## src/rtl/irq_pkg.sv

```systemverilog
package irq_pkg;
  function automatic int idx_width(input int n);
    return (n > 1) ? $clog2(n) : 1;
  endfunction
endpackage

```

## src/rtl/prio_pick.sv

```systemverilog
module prio_pick #(
  parameter int N  = 8,
  parameter int IW = irq_pkg::idx_width(N)
) (
  input  logic [N-1:0]  req,
  output logic [IW-1:0] idx,
  output logic          hit
);
  logic [N:0]   taken;
  logic [N-1:0] win;

  assign taken[0] = 1'b0;
  for (genvar g = 0; g < N; g++) begin : g_chain
    assign win[g]     = req[g] & ~taken[g];
    assign taken[g+1] = taken[g] | req[g];
  end

  always_comb begin
    idx = '0;
    for (int k = 0; k < N; k++)
      if (win[k]) idx = idx | IW'(k);
  end

  assign hit = taken[N];
endmodule

```

## src/rtl/grant_hold.sv

```systemverilog
module grant_hold #(
  parameter int IW = 3
) (
  input  logic          clk,
  input  logic          rst_n,
  input  logic          cpu_grant,
  input  logic [IW-1:0] pick_idx,
  input  logic          pick_hit,
  output logic [IW-1:0] sel_idx,
  output logic          sel_hit
);
  logic          gnt_q;
  logic [IW-1:0] idx_q;
  logic          hit_q;
  logic          first;

  assign first = cpu_grant & ~gnt_q;

  always_ff @(posedge clk or negedge rst_n) begin
    if (!rst_n) begin
      gnt_q <= 1'b0;
      idx_q <= '0;
      hit_q <= 1'b0;
    end else begin
      gnt_q <= cpu_grant;
      if (first) begin
        idx_q <= pick_idx;
        hit_q <= pick_hit;
      end
    end
  end

  assign sel_idx = first ? pick_idx : idx_q;
  assign sel_hit = first ? pick_hit : hit_q;

  // choice frozen across a continuing grant
  a_r4_hold: assert property (@(posedge clk) disable iff (!rst_n)
    (cpu_grant && gnt_q) |-> ($stable(sel_idx) && $stable(sel_hit)));
endmodule

```

## src/rtl/vec_irq_ctrl.sv

```systemverilog
module vec_irq_ctrl #(
  parameter int N_SRC = 8,
  parameter int VEC_W = 8
) (
  input  logic             clk,
  input  logic             rst_n,
  input  logic             en_in,
  input  logic [N_SRC-1:0] irq_in,
  input  logic [N_SRC-1:0] mask_in,
  input  logic [VEC_W-1:0] vec_base,
  input  logic             cpu_grant,
  output logic             cpu_irq,
  output logic [N_SRC-1:0] dev_ack,
  output logic             vec_valid,
  output logic [VEC_W-1:0] vec_data,
  output logic [N_SRC-1:0] pend_stat
);
  localparam int IW = irq_pkg::idx_width(N_SRC);

  logic [N_SRC-1:0] elig;
  logic [IW-1:0]    pick_idx, sel_idx;
  logic             pick_hit, sel_hit, live;

  assign elig      = irq_in & ~mask_in & {N_SRC{en_in}};
  assign pend_stat = irq_in;

  prio_pick #(.N(N_SRC), .IW(IW)) u_pick (
    .req(elig), .idx(pick_idx), .hit(pick_hit)
  );

  grant_hold #(.IW(IW)) u_hold (
    .clk(clk), .rst_n(rst_n), .cpu_grant(cpu_grant),
    .pick_idx(pick_idx), .pick_hit(pick_hit),
    .sel_idx(sel_idx), .sel_hit(sel_hit)
  );

  assign cpu_irq   = pick_hit;
  assign live      = cpu_grant & sel_hit;
  assign vec_valid = live;
  assign vec_data  = live ? vec_base + VEC_W'(sel_idx) : '0;

  always_comb begin
    dev_ack = '0;
    if (live) dev_ack[sel_idx] = 1'b1;
  end

  // combined request only with global enable
  a_r1_enable: assert property (@(posedge clk) disable iff (!rst_n)
    cpu_irq |-> (en_in && (pend_stat != '0)));
  // one device granted at most
  a_r3_onehot: assert property (@(posedge clk) disable iff (!rst_n)
    $onehot0(dev_ack));
  // grant lines and vector strobe travel together, only under grant
  a_r5_ack_valid: assert property (@(posedge clk) disable iff (!rst_n)
    (dev_ack != '0) == vec_valid);
  a_r5_needs_grant: assert property (@(posedge clk) disable iff (!rst_n)
    vec_valid |-> cpu_grant);
  a_r5_idle_zero: assert property (@(posedge clk) disable iff (!rst_n)
    !vec_valid |-> (vec_data == '0));
  // first granted device was requesting and unmasked
  a_r6_unmasked: assert property (@(posedge clk) disable iff (!rst_n)
    $rose(vec_valid) |-> ((dev_ack & (mask_in | ~irq_in)) == '0));
endmodule

```

## config.mk

```make
export PLATFORM = sky130hd
export DESIGN_NAME = vec_irq_ctrl
export DESIGN_NICKNAME = d
export VERILOG_FILES = /design/src/rtl/irq_pkg.sv /design/src/rtl/prio_pick.sv /design/src/rtl/grant_hold.sv /design/src/rtl/vec_irq_ctrl.sv
export SDC_FILE = /design/constraint.sdc
export NUM_CORES = 1
export LEC_CHECK = 0
export BUFFER_PORTS_ARGS = -buffer_cell sky130_fd_sc_hd__clkbuf_2
export CAP_MARGIN = 20
export CORE_MARGIN = 1.5
export CORE_UTILIZATION = 46
export DETAILED_ROUTE_END_ITERATION = 7
export MAX_ROUTING_LAYER = met4
export PLACE_DENSITY = 0.82
export SLEW_MARGIN = 30
export SYNTH_ARGS = -nofsm -noshare
export SYNTH_HDL_FRONTEND = slang
export SYNTH_SLANG_ARGS = --single-unit
export TNS_END_PERCENT = 20
```

## constraint.sdc

```tcl
create_clock -name clk -period 5.4 [get_ports clk]
set_clock_uncertainty 0.05 [all_clocks]
set_input_delay 0.54 -clock clk [delete_from_list [all_inputs] [get_ports clk]]
set_output_delay 0.54 -clock clk [all_outputs]
set_load 0.05 [all_outputs]
```

==> results of run 1 <==
synthesized netlist by cell type:
master,number
sky130_fd_sc_hd__inv_2,2
sky130_fd_sc_hd__a31o_2,1
sky130_fd_sc_hd__a21oi_1,1
sky130_fd_sc_hd__nor4b_1,1
sky130_fd_sc_hd__a22oi_1,1
sky130_fd_sc_hd__nor4_4,1
sky130_fd_sc_hd__nor2b_4,5
sky130_fd_sc_hd__nor2b_1,3
sky130_fd_sc_hd__a2111oi_4,1
sky130_fd_sc_hd__o221ai_2,1
sky130_fd_sc_hd__nand4b_1,2
sky130_fd_sc_hd__ha_1,3
sky130_fd_sc_hd__inv_1,8
sky130_fd_sc_hd__dfrtp_1,5
sky130_fd_sc_hd__o22a_1,1
sky130_fd_sc_hd__a21o_1,2
sky130_fd_sc_hd__nor2b_2,3
sky130_fd_sc_hd__o21bai_1,1
sky130_fd_sc_hd__nand2_1,6
sky130_fd_sc_hd__buf_6,1
sky130_fd_sc_hd__nand2b_1,4
sky130_fd_sc_hd__o21ai_1,1
sky130_fd_sc_hd__nor3_1,5
sky130_fd_sc_hd__nand3_1,2
sky130_fd_sc_hd__o21ai_0,2
sky130_fd_sc_hd__a2bb2o_4,1
sky130_fd_sc_hd__a211oi_1,1
sky130_fd_sc_hd__buf_4,9
sky130_fd_sc_hd__xor2_1,3
sky130_fd_sc_hd__xnor2_1,2
sky130_fd_sc_hd__nor3_2,6
sky130_fd_sc_hd__o2111ai_1,1
sky130_fd_sc_hd__fa_1,1
sky130_fd_sc_hd__nor2_1,12
sky130_fd_sc_hd__o21a_1,1
sky130_fd_sc_hd__nor4_2,1
registers in the layout (all words and copies together) (netlist names):
signal / cells
u_hold.gnt_q: 1
u_hold.idx_q: 3
u_hold.hit_q: 1
final timing paths:
path	start	endpoint	depth (start not counted)
max in group asynchronous	rst_n	u_hold.gnt_q$_DFF_PN0_	1
worst min register to register	u_hold.hit_q$_DFF_PN0_	u_hold.hit_q$_DFF_PN0_	2
worst min-delay path	rst_n	u_hold.idx_q[0]$_DFF_PN0_	1
worst max register to register	u_hold.gnt_q$_DFF_PN0_	u_hold.idx_q[1]$_DFF_PN0_	3
min in group clk	cpu_grant	u_hold.gnt_q$_DFF_PN0_	1
worst max-delay path	irq_in[5]	vec_data[4]	14
logic make-up (layout without fill, tap and decap cells):
kind of cell,count (synthesis),count (layout)
XOR/XNOR,5,5
AND/OR/NAND/NOR,51,51
adder cells (fa/ha/maj),4,4
flip-flops,5,5
buffers and inverters,20,67
AO/OA/AOI/OAI,16,16
worst max-delay path: stages:
cell and delay, ns:
sky130_fd_sc_hd__clkbuf_2 0.10, sky130_fd_sc_hd__nor2b_2 0.16, sky130_fd_sc_hd__nor4b_1 0.30, sky130_fd_sc_hd__nand3_1 0.11, sky130_fd_sc_hd__a31o_2 0.31, sky130_fd_sc_hd__inv_2 0.13, sky130_fd_sc_hd__ha_1 0.19, sky130_fd_sc_hd__inv_1 0.06
sky130_fd_sc_hd__fa_1 0.37, sky130_fd_sc_hd__nor2b_1 0.21, sky130_fd_sc_hd__o21ai_0 0.14, sky130_fd_sc_hd__xor2_1 0.15, sky130_fd_sc_hd__nor2_1 0.11, sky130_fd_sc_hd__clkbuf_2 0.29
metal layers:
layer  vias up  global-route usage, %  part of all wire [%]
met1       394                  20.14                    41
li1        435                      -                     -
met2        25                  35.56                    56
met5         -                      -                     0
met3         0                  1.176                   3.1
met4         0                  3.429                     0
cell type report:
type                       count  area share [%]
sequential                     5           11.35
clock buffer                   4           2.384
timing repair buffer          53           24.06
multi-input combinational     76           55.96
tap                           25           2.838
inverter                      10           3.405
power by group:
| part | switching (mW) | internal (mW) |
|---|---|---|
| registers | 0.00193 | 0.0415 |
| clock network | 0.0135 | 0.0278 |
| logic | 0.0793 | 0.0371 |
| total | 0.0948 | 0.106 |
==> flow_summary_export.csv, run 1 <==
group,metric,value,unit
pwr,power,0.2012,mW
timing,fin_setup_tns,0,ns
finish,num-fill-cells,164,
synth,synth_seq_area_share,14.58,%
global_routing,number_of_antenna_violations_at_the_first_check_in_global_routing,0,
place,port_buffers,53,
clock_tree,cts_buffer_depth,2,
finish,syn2layout_area_growth,28.43,%
timing,final_critical_path_setup_slack,1.634,ns
clock_tree,cts-resized-gates,0,
routing,routed_wirelength,1848,um
clock_tree,tritoncts,"yes",
timing,rsz_0062_raised_after_global_routing,"false",
routing,detail_route.wl_per_cell,10.68,um
clock_tree,clk_latency,0.23,ns
clock_tree,numCtsBuffers,3,
setup_path,worst-r2r-setup-slack,4.00,ns
finish,fin_area,1102,um^2
place,placed_cells,169,
synth,yosys.cell_types.count,36,
timing,final_setup_viols,0,
finish,stdcell_count,173,
timing,tightest_slew,0.6783,ns
finish,seqCellArea,125.1,um^2
routing,avgViaCountPerCell,4.936,
timing,slew-limit-headroom,54.78,%
timing,period_share,69.74,%
synth,synth_top_area_share,14.58,%
clock_tree,cts.sinks,5,
routing,vias,854,
floorplan,start_util,49.18,%
clock_tree,clock_tree_root_buffer_cell,"sky130_fd_sc_hd__clkbuf_4",
synth,synthMuxAreaShare,0,%
finish,finish.net_count,181,
pwr,power.static_leakage,0.5667,nW
setup_path,timing.critical_path.from_type,"primary input",
run,cap_viol_max_count,0,
synth,postSynthRegisterBits,5,
synth,yosys_top_cell_by_area,"sky130_fd_sc_hd__dfrtp_1",
clock_tree,path_clk_slew,0.04,ns
synth,yosys.area_share.adder,6.706,%
clock_tree,htree_levels,1,
place,dp_hpwl,1678,um
setup_path,worst_ep_required_time,4.81,ns
synth,yosysWarnings,0,
hold_path,min-delay-path-class,"primary input to async pin",
place,gp_congestion,0.7857,
synth,synth_area_leaders,"sky130_fd_sc_hd__dfrtp_1 (15%), sky130_fd_sc_hd__nor2b_4 (8.0%), sky130_fd_sc_hd__buf_4 (7.9%), sky130_fd_sc_hd__nor3_2 (7.0%), sky130_fd_sc_hd__nor2_1 (5.2%)",
finish,drive_above_1_share,52.70,%
finish,multiInputGateArea,616.8,um^2
floorplan,die_x,46.20,um
pwr,vdd_ir_drop_max,0.1515,mV
synth,syn_avg_cell_area,8.498,um^2
clock_tree,cts-hold-fix-buffers,0,
finish,antenna_cells_inserted,0,
floorplan,row_count,15,
setup_path,criticalPathCategory,"primary input to primary output",
setup_path,critPathCaptureType,"primary output",
global_routing,via_count_of_the_first_global_routing_pass,726,
synth,synth_cells,101,
floorplan,design.die.area,2134,um^2
finish,layout_commonest_cell,"sky130_fd_sc_hd__clkbuf_2",
pwr,pwr_density_cell,182.5,nW/um^2
floorplan,io_pins,54,
synth,compound_cell_area_share_of_the_yosys_netlist,17.93,%
global_routing,grt_util_overall,18.32,%
synth,mappedNetlistArea,858.3,um^2
synth,synth_nets,133,
routing,drt_iter0_drc,5,
finish,most-common-layout-cells,"sky130_fd_sc_hd__clkbuf_2 (53), sky130_fd_sc_hd__nor2_1 (12), sky130_fd_sc_hd__inv_1 (8), sky130_fd_sc_hd__nand2_1 (6), sky130_fd_sc_hd__nor3_2 (6)",
place,preCtsSetupSlack,1.628,ns
place,placement.cell_area,1076,um^2
outcome,run_status,"finished clean",
setup_path,critPathArrivalTime,3.18,ns
synth,synth_simple_gate_area_share,42.13,%
timing,fmax,265.5,MHz
synth,synth_xor_area_share,5.102,%
timing,finalHoldViolations,0,
setup_path,crit_fanout,6,
global_routing,grt_first_pass_wirelength,2849,um
timing,layout_min_cycle_time,3.766,ns
global_routing,global_route.overflow_total,0,
finish,final_design_utilization,63.15,%
timing,report.final.slew_viol_count,0,
synth,synth_top_family_by_area,"simple AND/OR/NAND/NOR gates",
floorplan,die_h,46.20,um
global_routing,pin_count_of_the_biggest_net_entering_global_routing,18,
routing,drt_drc_violations_left,0,
timing,worst_hold_slack,0.06028,ns
floorplan,core,1745,um^2
routing,drt_first_pass_iters,3,
clock_tree,postCtsSetupBuffers,0,
routing,drtAntennaViolNets,0,
Note: power is estimated with default switching activity, not from simulation.
==> run 2, diff against run 1 <==
--- a/config.mk
+++ b/config.mk
@@ -8,10 +8,10 @@
 export BUFFER_PORTS_ARGS = -buffer_cell sky130_fd_sc_hd__clkbuf_2
 export CAP_MARGIN = 20
 export CORE_MARGIN = 1.5
-export CORE_UTILIZATION = 46
+export CORE_UTILIZATION = 38
 export DETAILED_ROUTE_END_ITERATION = 7
 export MAX_ROUTING_LAYER = met4
-export PLACE_DENSITY = 0.82
+export PLACE_DENSITY = 0.72
 export SLEW_MARGIN = 30
 export SYNTH_ARGS = -nofsm -noshare
 export SYNTH_HDL_FRONTEND = slang
==> constraint.sdc (replaced) <==
create_clock -name clk -period 3.05 [get_ports clk]
set_clock_uncertainty 0.05 [all_clocks]
set_input_delay 0.305 -clock clk [delete_from_list [all_inputs] [get_ports clk]]
set_output_delay 0.305 -clock clk [all_outputs]
set_load 0.05 [all_outputs]
==> run 2 against run 1 <==
Total power is 98% higher. Register-to-register slack got worse by 2.2 ns. Final cell count is 9.8% higher. Non-clock buffer count rose by 14. Critical endpoint is now vec_data[6]. Largest cell class unchanged. Largest power group unchanged.
==> flow_summary_export.csv, run 2 (synthesis results as in run 1) <==
group,metric,value,unit
outcome,run_status,"finished clean",
setup_path,critical_path.reg2reg.startpoint,"u_hold.gnt_q$_DFF_PN0_",
finish,multiInputGateArea,685.7,um^2
setup_path,end_of_the_worst_register_to_register_path,"u_hold.idx_q[0]$_DFF_PN0_",
floorplan,core,2170,um^2
timing,worst_hold_slack,0.2075,ns
finish,largest_register_ffs,3,
timing,report.final.slew_viol_count,0,
floorplan,die_x,50.53,um
pwr,vdd_ir_drop_max,0.2079,mV
floorplan,row_count,17,
timing,slew-limit-headroom,81.38,%
floorplan,design.die.area,2553,um^2
finish,finish.net_count,195,
setup_path,criticalPathCategory,"primary input to primary output",
routing,drt_first_pass_iters,4,
setup_path,timing.critical_path.from_type,"primary input",
setup_path,reg2reg_depth,5,
timing,final_critical_path_setup_slack,0.06604,ns
clock_tree,cts_buffer_depth,2,
hold_path,worst_hold_startpoint,"cpu_grant",
finish,largestRegisters,"u_hold.idx_q: 3 flops, u_hold.gnt_q: 1 flops, u_hold.hit_q: 1 flops",
finish,layout_commonest_cell,"sky130_fd_sc_hd__clkbuf_2",
clock_tree,tritoncts,"yes",
timing,tightest_slew,0.2793,ns
routing,vias,916,
timing,fmax,335.1,MHz
place,dp_hpwl,1765,um
floorplan,io_pins,54,
finish,largest_register,"u_hold.idx_q",
setup_path,worst_ep_required_time,2.69,ns
place,gp_congestion,0.7315,
clock_tree,numCtsBuffers,3,
routing,drt_iter0_drc,5,
timing,final_setup_viols,0,
hold_path,whs_endpoint,"u_hold.gnt_q$_DFF_PN0_",
place,port_buffers,53,
floorplan,die_h,50.53,um
timing,finalHoldViolations,0,
pwr,power.static_leakage,0.6606,nW
pwr,pwr_density_cell,306.6,nW/um^2
clock_tree,path_clk_slew,0.04,ns
clock_tree,clock_tree_root_buffer_cell,"sky130_fd_sc_hd__clkbuf_4",
routing,detail_route.wl_per_cell,11.30,um
finish,syn2layout_area_growth,51.31,%
timing,period_share,97.83,%
global_routing,global_route.overflow_total,0,
finish,antenna_cells_inserted,0,
routing,drtAntennaViolNets,0,
global_routing,grt_util_overall,17.69,%
hold_path,min-delay-path-class,"primary input to register",
setup_path,worst-r2r-setup-slack,1.83,ns
timing,rsz_0062_raised_after_global_routing,"true",
global_routing,pin_count_of_the_biggest_net_entering_global_routing,18,
routing,routed_wirelength,2147,um
setup_path,crit_fanout,3,
place,preCtsSetupSlack,-0.07201,ns
finish,drive_above_1_share,62.35,%
finish,seqCellArea,125.1,um^2
finish,num-fill-cells,206,
global_routing,grt_first_pass_wirelength,3470,um
routing,avgViaCountPerCell,4.821,
setup_path,critPathCaptureType,"primary output",
clock_tree,cts.sinks,5,
floorplan,start_util,39.56,%
global_routing,via_count_of_the_first_global_routing_pass,912,
timing,layout_min_cycle_time,2.984,ns
setup_path,critPathArrivalTime,2.63,ns
run,cap_viol_max_count,0,
global_routing,number_of_antenna_violations_at_the_first_check_in_global_routing,0,
clock_tree,clk_latency,0.23,ns
finish,most-common-layout-cells,"sky130_fd_sc_hd__clkbuf_2 (49), sky130_fd_sc_hd__buf_4 (13), sky130_fd_sc_hd__nor2_1 (12), sky130_fd_sc_hd__nor2b_4 (8)",
clock_tree,htree_levels,1,
hold_path,number_of_cells_on_the_worst_hold_path,1,
routing,drt_drc_violations_left,0,
run 2: cell types whose count changed in the layout (fill, tap and decap cells not counted), moves of 2 or more:
cell,delta
sky130_fd_sc_hd__nand2b_4,+2
sky130_fd_sc_hd__nor2b_4,+3
sky130_fd_sc_hd__clkbuf_4,+3
sky130_fd_sc_hd__nor2b_2,-2
sky130_fd_sc_hd__nand2b_1,-2
sky130_fd_sc_hd__clkbuf_2,-4
sky130_fd_sc_hd__buf_4,+13
run 2: cell type report:
cell class	instances	area share, %
Timing Repair Buffer	67	29.96
Multi-Input combinational cell	76	52.79
Tap cell	28	2.697
Clock buffer	4	2.023
Sequential cell	5	9.634
Inverter	10	2.890
run 2: stage by stage:
stage / setup TNS, ns / power, mW / utilization (%) / cell area (um^2) / cells
floorplan: -0.4902 / 0.2416 / - / 863.3 / 101
global placement: 0 / 0.2965 / 53.81 / 1167 / 183
detailed placement: -0.1223 / 0.3022 / 53.81 / 1167 / 183
CTS: 0 / 0.3854 / 56.69 / 1230 / 188
global route: -0.08413 / 0.4263 / 59.86 / 1299 / 190
finish: 0 / 0.3982 / 59.86 / 1299 / 190
run 2: worst max-delay path by stage:
stage	start	to	slack (ns)	cells past startpoint
4_1_cts	irq_in[3]	vec_data[6]	0.01	14
6_report	irq_in[2]	vec_data[6]	0.07	14
2_1_floorplan	irq_in[3]	vec_data[6]	-0.26	12
3_3_place_gp	irq_in[5]	vec_data[6]	0.03	14
3_5_place_dp	irq_in[3]	vec_data[6]	-0.07	14
5_1_grt	irq_in[2]	vec_data[6]	-0.08	14
run 2: repair_timing:
action,in CTS,in global routing
hold buffers,1,0
endpoints found under the hold margin,5,0
resized for setup,7,13
setup buffers,0,2
pin swaps,0,10
setup endpoints to repair,4,4
run 2: worst max-delay path: stages:
cell	delay, ns
sky130_fd_sc_hd__clkbuf_2	0.09
sky130_fd_sc_hd__nor2b_4	0.13
sky130_fd_sc_hd__nor4_4	0.30
sky130_fd_sc_hd__nand3_1	0.10
sky130_fd_sc_hd__a31o_2	0.26
sky130_fd_sc_hd__inv_2	0.07
sky130_fd_sc_hd__ha_4	0.13
sky130_fd_sc_hd__inv_2	0.04
sky130_fd_sc_hd__fa_2	0.38
sky130_fd_sc_hd__nor2b_4	0.15
sky130_fd_sc_hd__o2111ai_2	0.14
sky130_fd_sc_hd__xor2_1	0.18
sky130_fd_sc_hd__nor2_1	0.13
sky130_fd_sc_hd__clkbuf_8	0.20
run 2: layer usage:
layer / wire length (um) / global-route usage [%] / part of all wire, %
met1: 769 / 16.67 / 36
met2: 1240 / 36.18 / 58
met3: 137 / 1.488 / 6.4
met4: 0 / 6.757 / 0
met5: 0 / - / 0
run 2: report_power, final:
group	switching [mW]	internal, mW
Combinational	0.154	0.0926
Clock	0.0254	0.0494
Sequential	0.00336	0.0734
